`src/rtl/acc_seq_pkg.sv`:
```
package acc_seq_pkg;

  localparam int OP_W = 4;

  typedef enum logic [2:0] {
    S_FETCH  = 3'd0,
    S_DECODE = 3'd1,
    S_EXEC   = 3'd2,
    S_IRQ    = 3'd3,
    S_HALT   = 3'd4
  } seq_state_e;

  localparam logic [OP_W-1:0] OPC_NOP   = 4'h0;
  localparam logic [OP_W-1:0] OPC_LOAD  = 4'h1;
  localparam logic [OP_W-1:0] OPC_STORE = 4'h2;
  localparam logic [OP_W-1:0] OPC_ADD   = 4'h3;
  localparam logic [OP_W-1:0] OPC_SUB   = 4'h4;
  localparam logic [OP_W-1:0] OPC_AND   = 4'h5;
  localparam logic [OP_W-1:0] OPC_OR    = 4'h6;
  localparam logic [OP_W-1:0] OPC_JMP   = 4'h7;
  localparam logic [OP_W-1:0] OPC_RETI  = 4'h8;

  // opcodes that need the memory port during execute
  function automatic logic op_uses_mem(input logic [OP_W-1:0] op);
    return (op >= OPC_LOAD) && (op <= OPC_OR);
  endfunction

  // opcodes whose result lands in the accumulator
  function automatic logic op_writes_acc(input logic [OP_W-1:0] op);
    return op_uses_mem(op) && (op != OPC_STORE);
  endfunction

endpackage

```
`src/rtl/acc_seq_alu.sv`:
```
module acc_seq_alu
  import acc_seq_pkg::*;
#(
  parameter int DATA_W = 16
) (
  input  logic [OP_W-1:0]   op,
  input  logic [DATA_W-1:0] acc,
  input  logic [DATA_W-1:0] operand,
  output logic [DATA_W-1:0] result
);

  always_comb begin
    unique case (op)
      OPC_ADD: result = acc + operand;
      OPC_SUB: result = acc - operand;
      OPC_AND: result = acc & operand;
      OPC_OR:  result = acc | operand;
      default: result = operand;
    endcase
  end

endmodule

```
`src/rtl/acc_seq_ctrl.sv`:
```
module acc_seq_ctrl
  import acc_seq_pkg::*;
(
  input  logic            clk,
  input  logic            rst,
  input  logic [OP_W-1:0] op,
  input  logic            mem_ready,
  input  logic            irq,
  input  logic            ie,
  input  logic            trap_en,
  input  logic            step,
  output seq_state_e      state
);

  seq_state_e state_n;
  logic       exec_done;

  assign exec_done = (state == S_EXEC) && (!op_uses_mem(op) || mem_ready);

  always_comb begin
    state_n = state;
    unique case (state)
      S_FETCH:  if (mem_ready) state_n = S_DECODE;
      S_DECODE: state_n = S_EXEC;
      S_EXEC: begin
        if (exec_done) begin
          if (irq && ie)    state_n = S_IRQ;
          else if (trap_en) state_n = S_HALT;
          else              state_n = S_FETCH;
        end
      end
      S_IRQ:  state_n = trap_en ? S_HALT : S_FETCH;
      S_HALT: if (step) state_n = S_FETCH;
      default: state_n = S_FETCH;
    endcase
  end

  always_ff @(posedge clk) begin
    if (rst) state <= S_FETCH;
    else     state <= state_n;
  end


  irq_masks_chk: assert property (@(posedge clk) disable iff (rst)
    (state == S_IRQ) |=> (state != S_IRQ));

endmodule

```
`src/rtl/acc_seq_dp.sv`:
```
module acc_seq_dp
  import acc_seq_pkg::*;
#(
  parameter int               DATA_W   = 16,
  parameter int               ADDR_W   = 12,
  parameter logic [ADDR_W-1:0] RESET_PC = '0,
  parameter logic [ADDR_W-1:0] VEC_ADDR = 12'h100
) (
  input  logic              clk,
  input  logic              rst,
  input  seq_state_e        state,
  input  logic              mem_ready,
  input  logic [DATA_W-1:0] mem_rdata,
  output logic [OP_W-1:0]   op_q,
  output logic [ADDR_W-1:0] pc_q,
  output logic [DATA_W-1:0] acc_q,
  output logic              ie_q,
  output logic [ADDR_W-1:0] addr_mux
);

  logic [DATA_W-1:0] ir_q;
  logic [ADDR_W-1:0] fld_q;
  logic [ADDR_W-1:0] save_q;
  logic [DATA_W-1:0] alu_res;
  logic              fetch_take;
  logic              exec_done;

  assign fetch_take = (state == S_FETCH) && mem_ready;
  assign exec_done  = (state == S_EXEC) && (!op_uses_mem(op_q) || mem_ready);
  assign addr_mux   = (state == S_FETCH) ? pc_q : fld_q;

  acc_seq_alu #(.DATA_W(DATA_W)) u_alu (
    .op      (op_q),
    .acc     (acc_q),
    .operand (mem_rdata),
    .result  (alu_res)
  );

  always_ff @(posedge clk) begin
    if (rst) begin
      pc_q   <= RESET_PC;
      ir_q   <= '0;
      op_q   <= OPC_NOP;
      fld_q  <= '0;
      acc_q  <= '0;
      save_q <= RESET_PC;
      ie_q   <= 1'b1;
    end else begin
      if (fetch_take) begin
        ir_q <= mem_rdata;
        pc_q <= pc_q + ADDR_W'(1);
      end
      if (state == S_DECODE) begin
        op_q  <= ir_q[DATA_W-1 -: OP_W];
        fld_q <= ir_q[ADDR_W-1:0];
      end
      if (exec_done) begin
        if (op_writes_acc(op_q)) acc_q <= alu_res;
        if (op_q == OPC_JMP) pc_q <= fld_q;
        if (op_q == OPC_RETI) begin
          pc_q <= save_q;
          ie_q <= 1'b1;
        end
      end
      if (state == S_IRQ) begin
        save_q <= pc_q;
        ie_q   <= 1'b0;
        pc_q   <= VEC_ADDR;
      end
    end
  end


  fetch_wait_chk: assert property (@(posedge clk) disable iff (rst)
    (state == S_FETCH && !mem_ready) |=> ($stable(pc_q) && $stable(acc_q)));


  vector_chk: assert property (@(posedge clk) disable iff (rst)
    (state == S_IRQ) |=> (pc_q == VEC_ADDR && !ie_q));


  reti_chk: assert property (@(posedge clk) disable iff (rst)
    (state == S_EXEC && op_q == OPC_RETI) |=> (pc_q == $past(save_q) && ie_q));


  store_keeps_acc_chk: assert property (@(posedge clk) disable iff (rst)
    (state == S_EXEC && op_q == OPC_STORE) |=> $stable(acc_q));

endmodule

```
`src/rtl/acc_seq_top.sv`:
```
module acc_seq_top
  import acc_seq_pkg::*;
#(
  parameter int DATA_W   = 16,
  parameter int VEC_ADDR = 'h100,
  parameter int RESET_PC = 0
) (
  input  logic                   clk,
  input  logic                   rst,
  input  logic                   irq,
  input  logic                   trap_en,
  input  logic                   step,
  output logic                   mem_req,
  output logic                   mem_we,
  output logic [DATA_W-OP_W-1:0] mem_addr,
  output logic [DATA_W-1:0]      mem_wdata,
  input  logic [DATA_W-1:0]      mem_rdata,
  input  logic                   mem_ready,
  output logic [DATA_W-1:0]      acc_out,
  output logic [DATA_W-OP_W-1:0] pc_out,
  output logic                   ie_out,
  output logic                   int_ack,
  output logic                   halted
);

  localparam int ADDR_W = DATA_W - OP_W;

  seq_state_e        state;
  logic [OP_W-1:0]   op_q;
  logic [ADDR_W-1:0] addr_mux;

  acc_seq_ctrl u_ctrl (
    .clk       (clk),
    .rst       (rst),
    .op        (op_q),
    .mem_ready (mem_ready),
    .irq       (irq),
    .ie        (ie_out),
    .trap_en   (trap_en),
    .step      (step),
    .state     (state)
  );

  acc_seq_dp #(
    .DATA_W   (DATA_W),
    .ADDR_W   (ADDR_W),
    .RESET_PC (ADDR_W'(RESET_PC)),
    .VEC_ADDR (ADDR_W'(VEC_ADDR))
  ) u_dp (
    .clk       (clk),
    .rst       (rst),
    .state     (state),
    .mem_ready (mem_ready),
    .mem_rdata (mem_rdata),
    .op_q      (op_q),
    .pc_q      (pc_out),
    .acc_q     (acc_out),
    .ie_q      (ie_out),
    .addr_mux  (addr_mux)
  );

  // memory-side strobes are decodes of registered state only
  assign mem_req   = (state == S_FETCH) || (state == S_EXEC && op_uses_mem(op_q));
  assign mem_we    = (state == S_EXEC) && (op_q == OPC_STORE);
  assign mem_addr  = addr_mux;
  assign mem_wdata = acc_out;
  assign int_ack   = (state == S_IRQ);
  assign halted    = (state == S_HALT);


  req_hold_chk: assert property (@(posedge clk) disable iff (rst)
    (mem_req && !mem_ready) |=> (mem_req && $stable(mem_addr) && $stable(mem_we)));


  halt_park_chk: assert property (@(posedge clk) disable iff (rst)
    (halted && !step) |=> (halted && !mem_req && $stable(pc_out) && $stable(acc_out)));

endmodule

```
`config.mk`:
```
export PLATFORM = sky130hd
export DESIGN_NAME = acc_seq_top
export DESIGN_NICKNAME = d
export VERILOG_FILES = /design/src/rtl/acc_seq_pkg.sv /design/src/rtl/acc_seq_alu.sv /design/src/rtl/acc_seq_ctrl.sv /design/src/rtl/acc_seq_dp.sv /design/src/rtl/acc_seq_top.sv
export SDC_FILE = /design/constraint.sdc
export NUM_CORES = 1
export LEC_CHECK = 0
export BUFFER_PORTS_ARGS = -buffer_cell sky130_fd_sc_hd__buf_2
export CORE_ASPECT_RATIO = 1.5
export CORE_UTILIZATION = 40
export DETAILED_ROUTE_END_ITERATION = 10
export PLACE_DENSITY = 0.7
export SLEW_MARGIN = 0
export SYNTH_ARGS = -nofsm -noshare
export SYNTH_HDL_FRONTEND = slang
export SYNTH_SLANG_ARGS = --single-unit
```
`constraint.sdc`:
```
create_clock -name clk -period 12.5 [get_ports clk]
set_clock_uncertainty 0.05 [all_clocks]
set_input_delay 3.75 -clock clk [delete_from_list [all_inputs] [get_ports clk]]
set_output_delay 3.75 -clock clk [all_outputs]
set_load 0.1 [all_outputs]
```
==> impl_metrics.tcl, run 1 <==
set metrics [dict create \
    reg2reg_depth 11 \
    yosysTopAreaCellShare_pct 30.9 \
    critPathBufInv 1 \
    fillCellCount 1215 \
    cts-root-buf "clkbuf_16" \
    critical_path.max_stage_delay_ns 0.52 \
    crit_chain "buf_2 -> nor4_1 -> nor2b_1 -> nand2_1 -> nor2_1 -> a21oi_1 -> xnor2_1 -> ha_1 -> a21o_1 -> o21a_1 -> a311oi_1 -> o2111ai_1 -> nor3b_1 -> o41ai_1" \
    status "finished clean" \
    die_x_um 92.5 \
    synth.most_common_cell "nand2_1" \
    critPathSlowestCell "nor4_1" \
    dieArea_mm2 0.0127 \
    initial_core_util_pct 41.1 \
    critPathKind "input pin to flop" \
    hp-class "flop to flop" \
    wirelength_um 14800 \
    postCtsSetupBuffers 0 \
    die_y_um 138 \
    ioPinCount 83 \
    synthArstFlopShare_pct 0 \
    combPwrFrac_pct 31.8 \
    max_clock_freq_mhz 147 \
    clockBufferDepth 2 \
    fin_crit_ns 6.80 \
    synth_edf_count 0 \
    clkPwrFrac_pct 34.9 \
    cp-startpoint "mem_rdata[3]" \
    ys.flop_type "dfxtp_1" \
    first_pass_iters 5 \
    stdcell_count 854 \
    slew_headroom_pct 18.2 \
    crit_end "u_dp.acc_q[14]" \
    vias_per_cell 5.77 \
    cts_tree "yes" \
    detail-route-antenna-nets 0 \
    vias 4928 \
    multiInputGateArea_mm2 0.00305 \
    regToRegStartpoint "u_dp.op_q[2]" \
    rows 49 \
    clk_latency_ns 0.34 \
    cp_max_fo 8 \
    crit_arrival_ns 6.98 \
    synth.distinct_cells 61 \
    grt_pass1_vias 4755 \
    seqPwrFrac_pct 33.3 \
    worst-path-stages 14 \
    rrSetupSlack_ns 8.57 \
    drc 0 \
    gp_congestion 0.925 \
    fin_crit_sh_pct 54.4 \
    antenna_found_initial 0 \
    cts-resized-gates 0 \
    grt_usage_pct 23.7 \
    register_area_mm2 0.00152 \
    p_int_uw 529 \
    nets 737 \
    synthTopCellsByArea "dfxtp_1, nand2_1, a21oi_1" \
    yosysTopAreaCell "dfxtp_1" \
    cts_buffers 9 \
    leakage_nw 2.36 \
    drtIter0Drc 253 \
    cp_data_required_time_ns 12.69 \
    reg2reg_to "u_dp.acc_q[14]" \
    switching_share_pct 38.5 \
    worst_pin_slew_ns 1.22 \
    placed_cells 837 \
    drv_cap 0 \
    htreeDepth 3 \
    ctsHoldBuffers 0 \
    synth_commonest_cells "nand2_1, a21oi_1, dfxtp_1" \
    start_kind "input pin" \
    power_switching_uw 331 \
    seq_area_frac_synth_pct 30.9 \
    wire_per_inst_um 17.3 \
    grt_pass1_wl_um 23700 \
    cp_top_family "compound AO/OA/AOI/OAI gates" \
    ys_ff_latch 76 \
    synth_area_mm2 0.00492 \
    clkTransAtPathRegs_ns 0.06 \
    syn_area_per_cell_um2 7.47 \
    cts.sinks 76 \
    syn_inst 658 \
    end_kind "flop" \
    syn_nets 700 \
    hold_viol_final 0 \
    area_delta_synth_final_pct 14.5 \
    p_per_area_mw_per_mm2 153 \
    hpwl_um 10900 \
    fin_setup_tns_ns 0 \
    grt_setup_unrepaired "false" \
    ir_worst_vdd_v 0.0000664 \
    slew_violations 0 \
    overflow 0 \
    coreArea_mm2 0.0120 \
    finalSetupViolations 0 \
    grt_max_degree 74 \
    io_buffers 82 \
    drive_gt1_share_pct 17.9 \
    ys_warn_count 0 \
]
==> how the worst min path moves through the flow <==
stage               depth (start not counted)             from  slack, ns             end
floorplan                                   2  u_dp.save_q[11]       0.38   u_dp.pc_q[11]
global placement                            2    u_dp.ir_q[12]       0.39    u_dp.op_q[0]
detailed placement                          2   u_dp.save_q[0]       0.40  u_dp.save_q[0]
CTS                                         2   u_dp.save_q[0]       0.40  u_dp.save_q[0]
global route                                2   u_dp.save_q[3]       0.43  u_dp.save_q[3]
finish                                      2    u_dp.ir_q[10]       0.40  u_dp.fld_q[10]
==> cells by family after synthesis <==
kind of cell	after synthesis	synth area share, %
AOI/OAI and AO/OA	183	23.8
xor gates and xnor gates	29	5.17
adders and majority gates	20	5.24
buffers and inverters	82	7.53
DFF	76	30.9
muxes	14	3.16
and+or+nand+nor	254	24.1
==> worst reg2reg max path: stages (launching register included) <==
cell       delay, ns
dfxtp_1         0.53
nand2b_1        0.16
nor3_1          0.87
a21oi_1         0.12
xnor2_1         0.18
ha_1            0.37
a21oi_1         0.35
o21ai_0         0.21
a311oi_1        0.39
o2111ai_1       0.16
nor3b_1         0.17
o41ai_1         0.29
==> flip-flops by register name, indices dropped and copies added, names as in the netlist <==
signal and flops:
u_dp.ie_q 1, u_dp.op_q 4, u_dp.ir_q 16, u_dp.pc_q 12, u_dp.acc_q 16, u_dp.save_q 12
u_ctrl.state 3, u_dp.fld_q 12
==> power by group through the flow <==
stage | Combinational (mW) | Sequential (mW) | Clock (mW)
global route | 0.294 | 0.291 | 0.315
detailed placement | 0.273 | 0.292 | 0
global placement | 0.269 | 0.291 | 0
finish | 0.273 | 0.287 | 0.300
CTS | 0.274 | 0.287 | 0.304
floorplan | 0.201 | 0.305 | 0
==> layout make-up <==
type	count	area share, %
antenna	1	0.0445
clock buffer	9	4.00
clock inverter	7	2.04
inverter	22	1.47
multi-input combinational	500	54.2
sequential	76	27.0
tap	153	3.40
timing repair buffer	86	7.82
==> per-layer routing <==
| metal | vias to the layer above | wire [um] | global-route usage, % |
|---|---|---|---|
| met2 | 174 | 7880 | 44.6 |
| met1 | 2324 | 5500 | 24.5 |
| li1 | 2383 | - | - |
| met4 | 0 | 745 | 14.2 |
| met3 | 47 | 649 | 3.53 |
| met5 | - | 0 | 0 |
==> cells in the final DEF (no fill, tap or decap), drive strengths merged, types with 6 or more instances in the layout <==
cell type,count
nand2,126
a21oi,86
buf,86
dfxtp,76
nor2,39
inv,22
xnor2,20
ha,19
nor3,19
o21ai,13
mux2,12
a21o,12
nand2b,9
xor2,9
a211oi,9
clkbuf,9
nor2b,8
nand3,8
nor4,8
a221oi,7
and3,6
nand3b,6
o21bai,6
==> through the flow <==
stage	util (%)	setup WS [ns]	hold WS (ns)	total power, mW	instance area (um2)
after detailed placement	44.2	5.36	0.397	0.565	5290
after global placement	44.2	5.43	0.390	0.559	5290
after floorplan	-	4.90	0.382	0.507	4920
after global routing	47.1	5.37	0.428	0.900	5630
after CTS	47.1	5.69	0.405	0.864	5630
final	47.1	5.70	0.404	0.861	5630
(Power assumes the default switching activity.)
==> inputs of run 2 (changes only) <==
- clock period: 12.5 -> 6.7 ns (I/O delays scaled with it)
==> run 2 against run 1 <==
Global-route usage increased by 0.22 points; via count increased by 0.91%; sequential share of layout area unchanged; non-clock buffer count unchanged; clock-buffer cell count unchanged; largest power group unchanged.
==> impl_metrics.tcl, run 2 (same netlist as run 1, synthesis figures left out) <==
set metrics [dict create \
    hp-class "flop to flop" \
    cts_buffers 9 \
    antenna_found_initial 0 \
    multiInputGateArea_mm2 0.00305 \
    end_kind "flop" \
    nets 737 \
    vias 4973 \
    cts_tree "yes" \
    cts-resized-gates 0 \
    combPwrFrac_pct 31.7 \
    fin_crit_sh_pct 75.6 \
    worst_pin_slew_ns 1.20 \
    drv_cap 0 \
    critical_path.max_stage_delay_ns 0.52 \
    crit_arrival_ns 5.25 \
    hold_end "u_dp.ir_q[7]" \
    p_per_area_mw_per_mm2 285 \
    gp_congestion 0.916 \
    status "finished clean" \
    area_delta_synth_final_pct 14.5 \
    power_switching_uw 616 \
    grt_pass1_vias 4709 \
    reg2reg_to "u_dp.acc_q[9]" \
    critPathKind "input pin to flop" \
    layout_common_cells "nand2_1, a21oi_1, buf_2" \
    fillCellCount 1192 \
    fin_setup_tns_ns 0 \
    hold_viol_final 0 \
    grt_usage_pct 23.9 \
    dpl-instance-area_mm2 0.00529 \
    p_int_uw 988 \
    largestRegisters "u_dp.acc_q: 16 flops, u_dp.ir_q: 16 flops" \
    leakage_nw 2.36 \
    vias_per_cell 5.82 \
    coreArea_mm2 0.0120 \
    fin_area_mm2 0.00563 \
    io_buffers 82 \
    drc 0 \
    detail-route-antenna-nets 0 \
    htreeDepth 3 \
    fin_util_pct 47.1 \
    clk_latency_ns 0.34 \
    critPathSlowestCell "nor4_1" \
    regToRegStartpoint "u_dp.op_q[2]" \
    ir_worst_vdd_v 0.000106 \
    worst-path-stages 14 \
    max_clock_freq_mhz 197 \
    drtIter0Drc 305 \
    die_y_um 138 \
    drive_gt1_share_pct 17.9 \
    grt_pass1_wl_um 23700 \
    wire_per_inst_um 17.4 \
    fin_crit_ns 5.06 \
    die_x_um 92.5 \
    grt_max_degree 53 \
    worstHoldStart "u_dp.ir_q[7]" \
    mostFrequentLayoutCell "nand2_1" \
    ctsHoldBuffers 0 \
    cp-startpoint "mem_rdata[3]" \
    switching_share_pct 38.4 \
    totalPowerFinal_mw 1.60 \
    cp_data_required_time_ns 6.89 \
    initial_core_util_pct 41.1 \
    cts-root-buf "clkbuf_16" \
    finalSetupViolations 0 \
    cts.sinks 76 \
    holdPathStages 2 \
    ioPinCount 83 \
    cp_max_fo 8 \
    postCtsSetupBuffers 0 \
    wirelength_um 14800 \
    hpwl_um 11100 \
    clockBufferDepth 2 \
    slew_violations 0 \
    rows 49 \
    critPathBufInv 1 \
    crit_chain "buf_2 -> nor4_1 -> nor2b_1 -> nand2_1 -> nor2_1 -> a21oi_1 -> xnor2_1 -> ha_1 -> a21o_1 -> o21a_1 -> a311oi_1 -> o2111ai_1 -> nor3b_1 -> o41ai_1" \
    overflow 0 \
    register_area_mm2 0.00152 \
    clkPwrFrac_pct 34.8 \
    slew_headroom_pct 19.6 \
    dieArea_mm2 0.0127 \
    cp_top_family "compound AO/OA/AOI/OAI gates" \
    clkTransAtPathRegs_ns 0.06 \
    rrSetupSlack_ns 2.64 \
    start_kind "input pin" \
    seqPwrFrac_pct 33.4 \
    reg2reg_depth 11 \
    grt_setup_unrepaired "false" \
    first_pass_iters 4 \
]
==> run 2: cell counts in the layout (fill, tap and decap cells not counted) <==
Identical to the previous run, type by type.
==> run 2: per-layer routing <==
| metal | track usage, % | routed length, um | part of all wire [%] | up-vias |
|---|---|---|---|---|
| met5 | 0 | 0 | 0 | - |
| met4 | 16.1 | 803 | 5.4 | 0 |
| met3 | 3.86 | 722 | 4.9 | 59 |
| met2 | 43.5 | 7860 | 53 | 175 |
| met1 | 25.1 | 5460 | 37 | 2356 |
| li1 | - | - | - | 2383 |
==> run 2: how the worst max path moves through the flow <==
| stage | end | slack, ns |
|---|---|---|
| floorplan | mem_we | 0.84 |
| global placement | u_dp.acc_q[14] | 1.38 |
| detailed placement | u_dp.acc_q[14] | 1.32 |
| CTS | u_dp.acc_q[14] | 1.66 |
| global route | u_dp.acc_q[14] | 1.43 |
| finish | u_dp.acc_q[14] | 1.64 |
==> run 2: power by group through the flow <==
stage	sequential, mW	combinational (mW)	clock, mW
6_report	0.536	0.509	0.558
5_1_grt	0.541	0.547	0.590
4_1_cts	0.535	0.510	0.570
3_5_place_dp	0.545	0.508	0
3_3_place_gp	0.542	0.501	0
2_1_floorplan	0.569	0.376	0
==> run 2: worst reg2reg max path, cell delays in order, from the launching register on <==
cell and delay [ns]:
dfxtp_1 0.57, nand2b_1 0.15, nor3_1 0.89, a21oi_1 0.14, xnor2_1 0.19, ha_1 0.33, a21oi_1 0.44, and2_1 0.22
a22o_1 0.32, o2111a_1 0.26, nor3_1 0.07, o41ai_1 0.32
==> run 2: metrics by stage <==
stage | hold WS, ns | std cells | setup WS, ns
global placement | 0.391 | 837 | 1.38
global route | 0.420 | 853 | 1.43
finish | 0.406 | 854 | 1.64
detailed placement | 0.397 | 837 | 1.32
floorplan | 0.382 | 658 | 0.844
CTS | 0.405 | 853 | 1.66
==> run 2: area by class of cell <==
type,count,area share [%]
multi-input cells,500,54.2
flip-flops and latches,76,27.0
repair buffers,86,7.82
clock buffers,9,4.00
well taps,153,3.40
clock inverters,7,2.04
inverters,22,1.47
diodes,1,0.0445
==> inputs of run 3 (changes only) <==
- ABC_AREA: unset -> 1
- clock period: 6.7 -> 5.25 ns (I/O delays scaled with it)
==> run 3 against run 2 <==
Critical path depth is 7 higher; register-to-register slack lost 0.49 ns; clock-buffer cell count rose by 1; clock power grew 7.7%; setup slack worse by 0.53 ns; sequential share of layout area shrank 0.76 points; routed wire length shrank 2.9%; largest cell class unchanged.
==> impl_metrics.tcl, run 3 <==
set metrics [dict create \
    coreArea_mm2 0.0125 \
    cp_data_required_time_ns 5.41 \
    critical_path.max_stage_delay_ns 0.30 \
    stdcell_count 1003 \
    cp_common_cell "nand2_1" \
    hpwl_um 10500 \
    cts.sinks 76 \
    syn_area_per_cell_um2 6.51 \
    reg2reg_to "u_dp.acc_q[14]" \
    status "finished clean" \
    grt_max_degree 33 \
    drtIter0Drc 237 \
    nets 884 \
    clockBufferDepth 2 \
    worst_pin_slew_ns 0.766 \
    rows 50 \
    holdPathStages 2 \
    synth_area_mm2 0.00515 \
    regToRegStartpoint "u_dp.op_q[3]" \
    wirelength_um 14400 \
    clk_latency_ns 0.34 \
    fin_crit_sh_pct 78.9 \
    drive_gt1_share_pct 15.9 \
    yosysTopAreaCellShare_pct 29.6 \
    rrSetupSlack_ns 2.15 \
    cts_buffers 9 \
    slew_headroom_pct 48.8 \
    slew_violations 0 \
    largestRegisters "u_dp.acc_q: 16 flops, u_dp.ir_q: 16 flops" \
    critPathSlowestCell "ha_1" \
    finalSetupViolations 0 \
    vias 5193 \
    dpl-instance-area_mm2 0.00551 \
    ioPinCount 83 \
    dp_slack_ns 0.792 \
    critPathBufInv 3 \
    hold_viol_final 0 \
    seq_area_frac_synth_pct 29.6 \
    die_x_um 94.6 \
    grt_pass1_vias 4767 \
    drc 0 \
    p_per_area_mw_per_mm2 563 \
    antenna_cells 0 \
    grt_pass1_wl_um 23100 \
    synth.distinct_cells 43 \
    layout_common_cells "nand2_1, o21ai_0, inv_1" \
    worstHoldStart "u_dp.fld_q[10]" \
    synth_commonest_cells "nand2_1, o21ai_0, inv_1" \
    totalPowerFinal_mw 3.26 \
    ys_ff_latch 76 \
    synthArstFlopShare_pct 0 \
    ys.flop_type "dfxtp_1" \
    fin_crit_ns 4.14 \
    crit_arrival_ns 4.30 \
    grt_setup_unrepaired "false" \
    worst-path-stages 21 \
    start_kind "input pin" \
    reg2reg_depth 19 \
    drv_cap 0 \
    htreeDepth 3 \
    wire_per_inst_um 14.4 \
    area_delta_synth_final_pct 12.6 \
    cts_tree "yes" \
    dieArea_mm2 0.0133 \
    overflow 0 \
    clkTransAtPathRegs_ns 0.06 \
    gp_congestion 0.928 \
    cts-resized-gates 0 \
    initial_core_util_pct 41.1 \
    first_pass_iters 5 \
    antenna_found_initial 0 \
    die_y_um 141 \
    synthTopCellsByArea "dfxtp_1, nand2_1, o21ai_0" \
    cts-root-buf "clkbuf_16" \
    critPathKind "input pin to flop" \
    io_buffers 82 \
    cp_max_fo 5 \
    hold_end "u_dp.fld_q[10]" \
    synth.most_common_cell "nand2_1" \
    end_kind "flop" \
    vias_per_cell 5.18 \
    ctsHoldBuffers 0 \
    syn_inst 791 \
    fin_setup_tns_ns 0 \
    crit_chain "buf_2 -> inv_1 -> ha_1 -> inv_1 -> nor3_1 -> nand2_1 -> nor3_2 -> nand2_1 -> o21ai_0 -> xor2_1 -> ha_1 -> a21oi_1 -> nand2_1 -> nand2_1 -> nand2_1 -> a21oi_1 -> nand3_1 -> nand3_1 -> nand2_1 -> nand2_1 -> a21oi_1" \
    ys_warn_count 0 \
    yosysTopAreaCell "dfxtp_1" \
    mostFrequentLayoutCell "nand2_1" \
    layout_setup_ws_ns 1.11 \
    cp_top_family "simple AND/OR/NAND/NOR gates" \
    syn_nets 833 \
    leakage_nw 2.72 \
    max_clock_freq_mhz 241 \
    detail-route-antenna-nets 0 \
    grt_usage_pct 22.1 \
    holdWs_ns 0.421 \
    synth_edf_count 0 \
    fin_area_mm2 0.00579 \
    postCtsSetupBuffers 0 \
    placed_cells 987 \
    hp-class "flop to flop" \
    ir_worst_vdd_v 0.000369 \
    fin_util_pct 46.3 \
]
[run 3: logic make-up after synthesis]
kind of cell / count (synthesis) / share of synthesized area (%)
DFF: 76 / 29.6
buffers and inverters: 146 / 12.6
xor gates and xnor gates: 20 / 3.40
and+or+nand+nor: 316 / 27.0
adders and majority gates: 20 / 5.01
AOI/OAI and AO/OA: 213 / 22.4
[run 3: worst max-delay path by stage]
stage	from	to
after floorplan	u_dp.pc_q[6]	mem_addr[6]
after global placement	mem_rdata[0]	u_dp.acc_q[15]
after detailed placement	mem_rdata[1]	u_dp.acc_q[15]
after CTS	mem_rdata[0]	u_dp.acc_q[15]
after global routing	mem_rdata[1]	u_dp.acc_q[13]
final	mem_rdata[0]	u_dp.acc_q[15]
[run 3: power by group]
| group | total (mW) | switching, mW | internal [mW] |
|---|---|---|---|
| sequential | 0.834 | 0.112 | 0.723 |
| clock | 0.601 | 0.264 | 0.337 |
| combinational | 1.83 | 1.43 | 0.400 |
| total | 3.26 | 1.80 | 1.46 |
[run 3: worst min-delay path: cells and delay by family (launching register included)]
family                 cells  cell delay [ns]
AOI/OAI and AO/OA          1             0.05
buffers and inverters      1             0.06
DFF                        1             0.32
[run 3: layer usage]
metal / GRT usage [%] / share of wire, % / vias up / wire [um]
li1: - / - / 2673 / -
met1: 25.1 / 41 / 2325 / 5930
met2: 38.6 / 50 / 151 / 7220
met3: 3.72 / 4.6 / 44 / 658
met4: 11.8 / 4.1 / 0 / 593
met5: 0 / 0 / - / 0
[run 3: layout make-up]
type                            instances  area, um2
Multi-Input combinational cell        569       2980
Timing Repair Buffer                   85        433
Inverter                              101        382
Fill cell                            1347       6720
Sequential cell                        76       1520
Clock buffer                           10        239
Tap cell                              156        195
Clock inverter                          6       47.5
